`src/rtl/fp_add_pipe4.sv`:
```
module fp_add_pipe4 #(
  parameter int FRAC_W = 24,
  parameter int EXP_W  = 8
) (
  input  logic              clk,
  input  logic              rst,
  input  logic              in_valid,
  input  logic [FRAC_W-1:0] a_frac,
  input  logic [EXP_W-1:0]  a_exp,
  input  logic [FRAC_W-1:0] b_frac,
  input  logic [EXP_W-1:0]  b_exp,
  output logic              out_valid,
  output logic [FRAC_W-1:0] out_frac,
  output logic [EXP_W-1:0]  out_exp
);
  localparam int LZ_W = $clog2(FRAC_W + 1);

  // stage 1: exponent compare
  logic              v1, a_small1;
  logic [EXP_W-1:0]  r1, t1;
  logic [FRAC_W-1:0] fa1, fb1;
  wire a_ge = a_exp >= b_exp;

  always_ff @(posedge clk) begin
    v1       <= rst ? 1'b0 : in_valid;
    r1       <= a_ge ? a_exp : b_exp;
    t1       <= a_ge ? a_exp - b_exp : b_exp - a_exp;
    a_small1 <= !a_ge;
    fa1      <= a_frac;
    fb1      <= b_frac;
  end

  // stage 2: alignment
  logic              v2;
  logic [EXP_W-1:0]  r2;
  logic [FRAC_W-1:0] big2, sml2;
  wire [FRAC_W-1:0] sml_in = a_small1 ? fa1 : fb1;
  wire              gone   = int'(t1) >= FRAC_W;

  always_ff @(posedge clk) begin
    v2   <= rst ? 1'b0 : v1;
    r2   <= r1;
    big2 <= a_small1 ? fb1 : fa1;
    sml2 <= gone ? '0 : sml_in >> t1;
  end

  // stage 3: fraction add with carry bit
  logic              v3;
  logic [EXP_W-1:0]  r3;
  logic [FRAC_W:0]   sum3;

  always_ff @(posedge clk) begin
    v3   <= rst ? 1'b0 : v2;
    r3   <= r2;
    sum3 <= {1'b0, big2} + {1'b0, sml2};
  end

  // stage 4: leading-zero count and normalize
  logic [LZ_W-1:0] lz;
  logic            found;

  always_comb begin
    lz    = '0;
    found = 1'b0;
    for (int i = FRAC_W - 1; i >= 0; i--) begin
      if (!found) begin
        if (sum3[i]) found = 1'b1;
        else         lz    = lz + 1'b1;
      end
    end
  end

  always_ff @(posedge clk) begin
    out_valid <= rst ? 1'b0 : v3;
    if (sum3[FRAC_W]) begin
      out_frac <= sum3[FRAC_W:1];
      out_exp  <= r3 + 1'b1;
    end else if (!found) begin
      out_frac <= '0;
      out_exp  <= '0;
    end else begin
      out_frac <= sum3[FRAC_W-1:0] << lz;
      out_exp  <= r3 - EXP_W'(lz);
    end
  end
endmodule


```
`config.mk`:
```
export PLATFORM = sky130hd
export DESIGN_NAME = fp_add_pipe4
export DESIGN_NICKNAME = d
export VERILOG_FILES = /design/src/rtl/fp_add_pipe4.sv
export SDC_FILE = /design/constraint.sdc
export NUM_CORES = 1
export LEC_CHECK = 0
export BUFFER_PORTS_ARGS = -buffer_cell sky130_fd_sc_hd__buf_2
export CAP_MARGIN = 40
export CELL_PAD_IN_SITES_DETAIL_PLACEMENT = 0
export CELL_PAD_IN_SITES_GLOBAL_PLACEMENT = 1
export CORE_UTILIZATION = 45
export DETAILED_ROUTE_END_ITERATION = 10
export PLACE_DENSITY_LB_ADDON = 0.1
export SYNTH_ARGS = -nofsm -noshare
export SYNTH_HDL_FRONTEND = slang
export SYNTH_SLANG_ARGS = --single-unit
```
`constraint.sdc`:
```
create_clock -name clk -period 19.04 [get_ports clk]
set_input_delay 0.952 -clock clk [delete_from_list [all_inputs] [get_ports clk]]
set_output_delay 0.952 -clock clk [all_outputs]
set_load 0.005 [all_outputs]
```
==> metrics <==
met1 usage=29.4%; CTS H-tree lvls=4; Overflow after GRT=0; Power Density=101 nW/um2; relative slew slack=44.5%; n_diodes=0; CTS sink cnt=190; Tcrit/Tclk final=64.2%; met2 usage=35.8%; critical path startpoint category=register; Post-CTS Setup Bufs=0; top post-synthesis cells by area=dfxtp_1 (33%), ha_1 (7.1%), mux2i_1 (6.0%), mux2_2 (4.4%), nand2_1 (4.4%); Max-cap violations=0; RSZ-0062 raised after global routing=false; Flop pwr share=40.4%; Synth top area share=33.3%; Avg Cell Area, Syn=8.63 um2; final number of setup-violating endpoints=0; Clk Latency, worst-skew pair=0.44 ns; Crit path required time=19.33 ns; commonest non-fill, non-tap cells in the layout=dfxtp_1 (189), nand2_1 (134), nor2_1 (123); GR Layer Usage met3=2.82%; Register-to-Register Path Depth=61; post-synth top area cell=dfxtp_1; Synth Instances=1,324; RR Startpoint=sum3[21]; Worst path slowest cell=o41ai_1; minimum clock period=12.22 ns; gr busiest metal=met2; Clk pin slew, worst setup/hold paths=0.08 ns; sequential area share after synthesis=33.3%; initial drt markers=574; critical path fanouts, max=14; worst hold path class=reg -> reg; DRT antenna net count=0; hpwl dp=21,200 um; worst reg2reg setup slack=6.82 ns; measured slew at the worst slew-check pin=0.828 ns; Cell variety after synth=83; post-synthesis net count=1,460; CTS tree=done; I/O Pins=100; Final Power=0.00128 W; Lkg Pwr=5.53 nW; total track usage=21.8%; routed len/inst=16.3 um; Setup CP Type=reg -> reg; Cell Int Power=0.000843 W; Worst Hold Depth=0; final setup TNS=0 ns; status=completed; Critical Path Sink=out_exp[7]; switching share of power=34.3%; leading cell type in the layout, fill and taps excluded=dfxtp_1; largest net degree at the start of global routing=52; CP most frequent cell=ha_1; die area=26,000 um2; routability cong.=0.871; fill count=2,346; ys async rst share=0%; antenna violations before repair=0; CTS Root Buffer Type=clkbuf_16; port bufs=99; Die Height=161 um; Max Clock Freq=0.0818 GHz; Yosys warnings=0; first-pass GRT wire length=45,100 um; # hold bufs at CTS=0; # nets final=1,516; final slew viol count=0; CTS-repair resized insts=0; Post-synth EDFFs=0; Yosys reg bits=190; Vias/cell=5.38; Rows=57; width of the die=161 um; WP data arrival=12.51 ns; VDD IR max=0.0507 mV; Layout Utilization=51.7%; final hold viol count=0; Net Sw Power=0.000441 W; drt pass-1 iters=5; Post-Syn Area=11,400 um2; reg2reg end=out_exp[7]; WL final=27,900 um; Worst Clk Skew=0.0234 ns; Clk pwr share=28.9%; share of cells above drive strength 1=16.0%; initial core utilization=46.5%; Residual DRC=0; Slowest Stage Delay on Critical Path=0.54 ns; Crit. Startpoint=sum3[21]; most used flip-flop cell after synthesis=dfxtp_1; core area=24,600 um2; endpoint class of the critical path=register; cts bufs inserted=17; vias in the first global route=8,740; Comb pwr share=30.7%; Area growth syn-to-layout=11.3%; Inst Count DP=1,685; Longest Clk Path Bufs=2; via count=9,227; Finished Layout Cells=1,714
-- metrics by stage --
stage	hold slack (ns)	setup slack (ns)	area, um2
after floorplan	0.310	7.95	11400
after global placement	0.311	7.45	12100
after detailed placement	0.312	7.08	12100
after CTS	0.323	6.99	12700
after global routing	0.330	5.88	12700
final	0.319	6.82	12700
-- worst min path at each step --
| stage | from | endpoint |
|---|---|---|
| 4_1_cts | r2[4] | r3[4] |
| 5_1_grt | r2[1] | r3[1] |
| 3_3_place_gp | r1[1] | r2[1] |
| 6_report | r2[1] | r3[1] |
| 2_1_floorplan | r1[0] | r2[0] |
| 3_5_place_dp | r1[5] | r2[5] |
-- cell families (layout without fill, tap and decap cells) --
kind of cell | Yosys count | after routing | synth area share (%)
xor+xnor | 74 | 74 | 6.80
buf+inv | 139 | 205 | 4.90
flops | 190 | 190 | 33.3
fa+ha+maj | 71 | 71 | 7.99
compound gates | 303 | 303 | 16.9
simple gates | 419 | 419 | 17.0
mux | 128 | 128 | 13.1
-- power by group through the flow --
stage	combinational [W]	sequential, W	clock [W]
floorplan	0.000308	0.000491	0
global placement	0.000387	0.000530	0
detailed placement	0.000391	0.000527	0
CTS	0.000394	0.000518	0.000381
global route	0.000438	0.000527	0.000397
finish	0.000394	0.000519	0.000371
-- state kept, by name, indices dropped and copies added, names as in the netlist, 8 cells and up --
| register | count |
|---|---|
| r3 | 8 |
| big2 | 24 |
| out_exp | 8 |
| fb1 | 24 |
| sml2 | 24 |
| out_frac | 24 |
| fa1 | 24 |
| t1 | 8 |
| r1 | 8 |
| r2 | 8 |
| sum3 | 25 |
-- worst max-delay path, delay by kind of cell, from the launching register on --
kind,cells,cell delay [ns]
compound gates,24,4.02
fa+ha+maj,11,3.15
mux,5,0.99
flops,1,0.43
simple gates,15,2.33
buf+inv,2,0.17
xor+xnor,4,0.99
-- metal layers --
metal / vias to the layer above / share of wire (%)
met5: - / 0
li1: 4769 / -
met4: 0 / 1.7
met2: 186 / 47
met1: 4238 / 49
met3: 34 / 3.1
-- layout make-up --
type	count	area, um2	area share, %
clock buffers	18	439	3.45
clock inverters	11	158	1.24
inverters	67	251	1.98
multi-input cells	995	7080	55.6
flip-flops and latches	190	3800	29.9
well taps	324	405	3.19
repair buffers	109	586	4.60
-- synthesized netlist by cell type, types with 4 or more instances --
cell type / instances
a21o_1: 18
inv_2: 6
o211ai_1: 7
nand2b_1: 14
a31oi_1: 11
buf_2: 10
clkbuf_1: 54
nor3_1: 34
o21ai_0: 85
a21oi_1: 77
nor2_1: 123
a21boi_0: 6
o21ai_1: 4
and2_1: 13
nand2_1: 134
buf_1: 4
xor2_1: 22
a22o_1: 10
o22a_1: 5
nand3_1: 35
xnor2_1: 41
a211oi_1: 26
o21a_1: 4
inv_1: 61
a22oi_1: 4
mux2_2: 45
or3_1: 7
nor2b_1: 28
and3_1: 5
nand3b_1: 4
o31ai_1: 7
fa_1: 4
mux4_2: 13
dfxtp_1: 190
ha_1: 65
mux2i_1: 69
No activity file was read; power rests on OpenSTA's default activity.
